## src/rtl/dma_arb_pkg.sv

```systemverilog
// Package dma_arb_pkg
// Shared constants for the DMA channel arbiter.
// Assumes a two-bit priority field where a larger value means more urgent.
package dma_arb_pkg;
    localparam int PRIO_W = 2;
    typedef logic [PRIO_W-1:0] prio_t;
    localparam prio_t PRIO_TOP    = 2'b11;
    localparam prio_t PRIO_UPPER  = 2'b10;
    localparam prio_t PRIO_LOWER  = 2'b01;
    localparam prio_t PRIO_BOTTOM = 2'b00;
endpackage

```

## src/rtl/dma_arb_req_latch.sv

```systemverilog
// Module dma_arb_req_latch
// Registers the channel requests, qualified by their enable bits, once per cycle.
// Assumes a channel holds its request until it is served.
module dma_arb_req_latch #(
    parameter int NUM_CH = 7
) (
    input  logic              clk,
    input  logic              rst_n,
    input  logic [NUM_CH-1:0] ch_req,
    input  logic [NUM_CH-1:0] ch_en,
    output logic [NUM_CH-1:0] req_q
);
    // Capture the enabled requests; disabled channels never reach arbitration.
    always_ff @(posedge clk) begin
        if (!rst_n) req_q <= '0;
        else        req_q <= ch_req & ch_en;
    end
endmodule

```

## src/rtl/dma_arb_pick.sv

```systemverilog
// Module dma_arb_pick
// Chooses the winner among the latched, unmasked requests and registers it
// as the candidate for the next grant. A higher level wins; on equal
// levels the lower index wins. Assumes the mask covers the channels that
// own, or are about to own, the bus.
module dma_arb_pick
    import dma_arb_pkg::*;
#(
    parameter int NUM_CH = 7
) (
    input  logic                     clk,
    input  logic                     rst_n,
    input  logic [NUM_CH-1:0]        req_q,
    input  logic [NUM_CH*PRIO_W-1:0] prio_flat,
    input  logic [NUM_CH-1:0]        mask,
    output logic [NUM_CH-1:0]        cand,
    output logic                     cand_valid
);
    prio_t             lvl [NUM_CH];
    logic [NUM_CH-1:0] elig;
    logic [NUM_CH-1:0] best_oh;
    logic              best_found;
    prio_t             best_lvl;

    // Unpack the per-channel priority fields.
    for (genvar g = 0; g < NUM_CH; g++) begin : g_unpack
        assign lvl[g] = prio_flat[g*PRIO_W +: PRIO_W];
    end

    assign elig = req_q & ~mask;

    // Ascending scan; a strict compare keeps the lowest index on ties.
    always_comb begin
        best_found = 1'b0;
        best_lvl   = PRIO_BOTTOM;
        best_oh    = '0;
        for (int i = 0; i < NUM_CH; i++) begin
            if (elig[i] && (!best_found || lvl[i] > best_lvl)) begin
                best_found = 1'b1;
                best_lvl   = lvl[i];
                best_oh    = '0;
                best_oh[i] = 1'b1;
            end
        end
    end

    // Register the decision so it is ready before the bus frees up.
    always_ff @(posedge clk) begin
        if (!rst_n) begin
            cand       <= '0;
            cand_valid <= 1'b0;
        end else begin
            cand       <= best_oh;
            cand_valid <= best_found;
        end
    end

    AST_CAND_ONEHOT: assert property (@(posedge clk) disable iff (!rst_n)
        cand_valid |-> $onehot(cand));
    AST_CAND_EMPTY: assert property (@(posedge clk) disable iff (!rst_n)
        !cand_valid |-> (cand == '0));
endmodule

```

## src/rtl/dma_arb_slot_gov.sv

```systemverilog
// Module dma_arb_slot_gov
// Splits time into frames of FRAME_LEN cycles, starting at reset, and
// allows at most DMA_MAX DMA beats in each frame. Assumes the owner moves
// data only when beat_ok is high.
module dma_arb_slot_gov #(
    parameter int FRAME_LEN = 5,
    parameter int DMA_MAX   = 2
) (
    input  logic clk,
    input  logic rst_n,
    input  logic grant_valid,
    output logic beat_ok
);
    localparam int FW = (FRAME_LEN > 1) ? $clog2(FRAME_LEN) : 1;
    localparam int UW = $clog2(DMA_MAX + 1);
    localparam logic [FW-1:0] LAST = FW'(FRAME_LEN - 1);

    logic [FW-1:0] fcnt_q;
    logic [UW-1:0] used_q;

    assign beat_ok = grant_valid && (used_q < UW'(DMA_MAX));

    // Advance the frame position and count the beats used in this frame.
    always_ff @(posedge clk) begin
        if (!rst_n) begin
            fcnt_q <= '0;
            used_q <= '0;
        end else if (fcnt_q == LAST) begin
            fcnt_q <= '0;
            used_q <= '0;
        end else begin
            fcnt_q <= fcnt_q + FW'(1);
            used_q <= used_q + UW'(beat_ok);
        end
    end

    AST_FRAME_FRESH: assert property (@(posedge clk) disable iff (!rst_n)
        (fcnt_q == '0) |-> (used_q == '0));
    AST_BUDGET_LIMIT: assert property (@(posedge clk) disable iff (!rst_n)
        used_q <= UW'(DMA_MAX));
endmodule

```

## src/rtl/dma_arbiter.sv

```systemverilog
// Module dma_arbiter (top)
// Priority arbiter for NUM_CH DMA channels with a pipelined next-owner
// decision and a cap on the DMA share of bus cycles.
// Assumes the owner raises xfer_done for one cycle with its final beat
// and drops its request in that same cycle.
module dma_arbiter
    import dma_arb_pkg::*;
#(
    parameter int NUM_CH    = 7,
    parameter int FRAME_LEN = 5,
    parameter int DMA_MAX   = 2
) (
    input  logic                     clk,
    input  logic                     rst_n,
    input  logic [NUM_CH-1:0]        ch_req,
    input  logic [NUM_CH-1:0]        ch_en,
    input  logic [NUM_CH*PRIO_W-1:0] ch_prio,
    input  logic                     xfer_done,
    output logic [NUM_CH-1:0]        grant,
    output logic                     grant_valid,
    output logic                     beat_ok
);
    logic [NUM_CH-1:0] req_q;
    logic [NUM_CH-1:0] cand;
    logic              cand_valid;
    logic [NUM_CH-1:0] grant_q;
    logic              gvalid_q;
    logic [NUM_CH-1:0] grant_next;
    logic              gvalid_next;
    logic [NUM_CH-1:0] pick_mask;
    logic              accept;

    dma_arb_req_latch #(.NUM_CH(NUM_CH)) u_latch (
        .clk    (clk),
        .rst_n  (rst_n),
        .ch_req (ch_req),
        .ch_en  (ch_en),
        .req_q  (req_q)
    );

    dma_arb_pick #(.NUM_CH(NUM_CH)) u_pick (
        .clk        (clk),
        .rst_n      (rst_n),
        .req_q      (req_q),
        .prio_flat  (ch_prio),
        .mask       (pick_mask),
        .cand       (cand),
        .cand_valid (cand_valid)
    );

    dma_arb_slot_gov #(.FRAME_LEN(FRAME_LEN), .DMA_MAX(DMA_MAX)) u_gov (
        .clk         (clk),
        .rst_n       (rst_n),
        .grant_valid (gvalid_q),
        .beat_ok     (beat_ok)
    );

    assign accept = xfer_done && beat_ok;

    // Hand over to the candidate when idle or when the owner's done is accepted.
    always_comb begin
        grant_next  = grant_q;
        gvalid_next = gvalid_q;
        if (!gvalid_q || accept) begin
            grant_next  = cand_valid ? cand : '0;
            gvalid_next = cand_valid;
        end
    end

    // Keep both the present owner and the incoming owner out of the next pick.
    assign pick_mask = grant_q | grant_next;

    // Grant register.
    always_ff @(posedge clk) begin
        if (!rst_n) begin
            grant_q  <= '0;
            gvalid_q <= 1'b0;
        end else begin
            grant_q  <= grant_next;
            gvalid_q <= gvalid_next;
        end
    end

    assign grant       = grant_q;
    assign grant_valid = gvalid_q;

    AST_GRANT_ONEHOT: assert property (@(posedge clk) disable iff (!rst_n)
        grant_valid |-> $onehot(grant));
    AST_IDLE_CLEAR: assert property (@(posedge clk) disable iff (!rst_n)
        !grant_valid |-> (grant == '0));
    AST_GRANT_HOLD: assert property (@(posedge clk) disable iff (!rst_n)
        (grant_valid && !(xfer_done && beat_ok)) |=> (grant_valid && grant == $past(grant)));
    AST_NO_REPEAT: assert property (@(posedge clk) disable iff (!rst_n)
        (grant_valid && xfer_done && beat_ok) |=> ((grant & $past(grant)) == '0));
    AST_BEAT_NEEDS_GRANT: assert property (@(posedge clk) disable iff (!rst_n)
        beat_ok |-> grant_valid);
endmodule

```

## config.mk

```make
export PLATFORM = sky130hd
export DESIGN_NAME = dma_arbiter
export DESIGN_NICKNAME = d
export VERILOG_FILES = /design/src/rtl/dma_arb_pkg.sv /design/src/rtl/dma_arb_req_latch.sv /design/src/rtl/dma_arb_pick.sv /design/src/rtl/dma_arb_slot_gov.sv /design/src/rtl/dma_arbiter.sv
export SDC_FILE = /design/constraint.sdc
export NUM_CORES = 1
export LEC_CHECK = 0
export BUFFER_PORTS_ARGS = -buffer_cell sky130_fd_sc_hd__buf_2
export CAP_MARGIN = 20
export CELL_PAD_IN_SITES_DETAIL_PLACEMENT = 0
export CELL_PAD_IN_SITES_GLOBAL_PLACEMENT = 2
export CORE_MARGIN = 2
export CORE_UTILIZATION = 33
export CTS_CLUSTER_SIZE = 24
export DETAILED_ROUTE_END_ITERATION = 10
export GPL_ROUTABILITY_DRIVEN = 1
export HOLD_SLACK_MARGIN = 0.05
export PLACE_DENSITY_LB_ADDON = 0.3
export REMOVE_ABC_BUFFERS = 1
export SYNTH_ARGS = -nofsm -noshare
export SYNTH_HDL_FRONTEND = slang
export SYNTH_SLANG_ARGS = --single-unit
```

## constraint.sdc

```tcl
create_clock -name clk -period 15.11 [get_ports clk]
set_input_delay 1.511 -clock clk [delete_from_list [all_inputs] [get_ports clk]]
set_output_delay 1.511 -clock clk [all_outputs]
set_load 0.03 [all_outputs]
```

==> impl_metrics.toml <==
[run_status]
status = "completed"

[layout]
final_nets = 270
final_cell_mix = "39 x buf_2, 28 x dfxtp_1, 20 x nand2_1, 17 x inv_1, 16 x a21oi_1"
syn_to_final_growth_pct = 20.6
fin_area_um2 = 1880
drive_gt1_share_pct = 23.3
final_common_cell = "buf_2"
antenna_cells = 0

[drt]
drc = 0
ant_nets = 0
wl_per_cell_um = 12.0
routed_wirelength_mm = 3.33
dr.pass1.iters = 4
dr_total_vias = 1381
drtIter0Drc = 71
via_per_inst = 4.99

[die]
die_h_um = 72.8
io_pins = 40
fp.coreArea_um2 = 4630
rows = 25
die_w_um = 72.8
dieArea_um2 = 5300
initial_core_util_pct = 33.7

[logic_synthesis]
synth.area.mux_share_pct = 0.721
yosys.area_share.simple_pct = 23.6
synth-seq-cells = 28
synth_compound_area_share_pct = 22.0
synth_edf_count = 0
synth_xor_area_share_pct = 0.561
synth_cell_types = 43
synthTopCellsByArea = "dfxtp_1 36%, ha_1 12%, a21oi_1 5.1%, nand2_1 4.8%, inv_1 4.1%"
synth_seq_area_share_pct = 35.9
synth_top_family_by_area = "simple AND/OR/NAND/NOR gates"
synth_top_cell_by_area = "dfxtp_1"
synth_area_per_cell_um2 = 8.53
yosys_warnings = 0
synth-adder-area-share_pct = 12.0
syn_area_um2 = 1560
synth_flop_cell = "dfxtp_1"
syn_inst = 183
synth_top_area_share_pct = 35.9
async_reset_ff_share_pct = 0

[worst_setup_path]
cp-start-kind = "input port"
cp_slowest_cell = "o32ai_1"
crit_top_cell = "a21oi_1"
cp-end-kind = "flop"
worstPathRequired_ns = 15.29
critPathMaxStageDelay_ns = 0.45
crit_type = "input port to flop"
cp.arrival_ns = 9.21
cp_max_fo = 9

[timing]
max_slew.worst_pin.slew_ns = 0.759
fin_crit_ns = 9.04
hold_ws_ns = 0.460
fin_setup_tns_ns = 0
max_freq_mhz = 111
rsz0062_at_grt = "false"
setup_viol = 0
fin_ws_ns = 6.07
period_share_pct = 59.8
clock_skew_ns = 0.00539
max_slew_margin_pct = 49.4
drv_slew = 0
hold_viol_final = 0

[clock_tree]
path_clk_slew_ns = 0.09
clockRootBuffer = "clkbuf_8"
cts-buffers-inserted = 3
post_cts_buffers = 0
cts_resized = 0
insertion_delay_ns = 0.27
cts_sinks = 28
ctsHoldBuffers = 0
cts_tree = "done"
h-tree-depth = 1
clk_path_buf_depth = 2

[pwr]
clockPowerShare_pct = 33.6
switching_power_mw = 0.0428
p_leak_nw = 0.874
swShare_pct = 25.1
power_frac_comb_pct = 20.0
vdd_drop_max_v = 0.0000542
total_power_mw = 0.171
p_int_mw = 0.128
cellPowerDensity_nw_per_um2 = 90.6
pwr-share-seq_pct = 46.4

[placement]
place_area_um2 = 1810
place_hpwl_mm = 2.76
portBuffers = 39
globalplace.congestion = 0.728
place_ws_ns = 5.74

[global_routing]
track_usage_pct = 13.4
antenna_found_initial = 0
grt_max_degree = 17
grt_pass1_wl_mm = 5.66
grt_pass1_vias = 1290
globalRouteOverflowTotal = 0

[worst_hold_path]
min_path_type = "flop to flop"

[flow_run]
max_cap_violations = 0
## per-stage QoR
step / util, % / cells
final: 40.7 / 277
after global routing: 40.7 / 277
after CTS: 40.7 / 277
after detailed placement: 39.1 / 273
after global placement: 39.1 / 273
after floorplan: - / 180
## cells in the mapped netlist, drive strengths merged, types with 2 or more instances
library cell / number
dfxtp: 28
a2bb2oi: 2
o211ai: 7
nand3: 5
nor4: 3
ha: 15
o21ai: 4
nor2b: 7
a21oi: 17
and3: 10
a22oi: 2
clkbuf: 2
nand2: 20
nor2: 11
inv: 18
nand2b: 2
nor3: 4
o21a: 3
nand3b: 3
o21bai: 3
or2: 2
## final timing paths
check	startpoint	end	slack (ns)	depth (start not counted)
min	u_gov.fcnt_q[0]	u_gov.fcnt_q[0]	0.46	1
max reg2reg	u_gov.used_q[1]	u_pick.cand[0]	7.05	41
max	xfer_done	u_pick.cand[0]	6.07	42
min reg2reg	u_gov.fcnt_q[0]	u_gov.fcnt_q[0]	0.46	1
## state kept, by name, indices dropped and copies added (netlist names)
register	cells
grant	7
u_latch.req_q	7
u_pick.cand	7
u_gov.fcnt_q	3
u_gov.used_q	2
grant_valid	1
u_pick.cand_valid	1
## layer usage
layer	up-vias	share of wire [%]	track usage [%]
met2	25	47	23.1
met5	-	0	0
met3	2	3.8	3.18
met4	0	0.60	2.47
li1	729	-	-
met1	625	48	17.2
## logic make-up after synthesis
| kind of cell | Yosys count |
|---|---|
| muxes | 1 |
| DFF | 28 |
| xor gates and xnor gates | 1 |
| adders and majority gates | 15 |
| buffers and inverters | 21 |
| AOI/OAI and AO/OA | 47 |
| and+or+nand+nor | 70 |
## critical path, delay by kind of cell
family,cells,cell delay (ns)
AO/OA/AOI/OAI,23,4.11
AND/OR/NAND/NOR,11,1.81
adder cells (fa/ha/maj),6,1.65
buffers and inverters,2,0.13
## power by group through the flow
stage               clock (mW)  combinational [mW]  sequential, mW
detailed placement           0              0.0347          0.0809
finish                  0.0573              0.0342          0.0791
floorplan                    0              0.0236          0.0811
global placement             0              0.0343          0.0809
CTS                     0.0599              0.0349          0.0792
global route            0.0630              0.0395          0.0796
## final cells by class
type / instances / area [µm²]
sequential: 28 / 561
clock buffer: 3 / 41.3
multi-input combinational: 134 / 921
timing repair buffer: 39 / 195
fill: 485 / 2750
tap: 54 / 67.6
clock inverter: 1 / 30.0
inverter: 18 / 67.6
(Power assumes the default switching activity.)
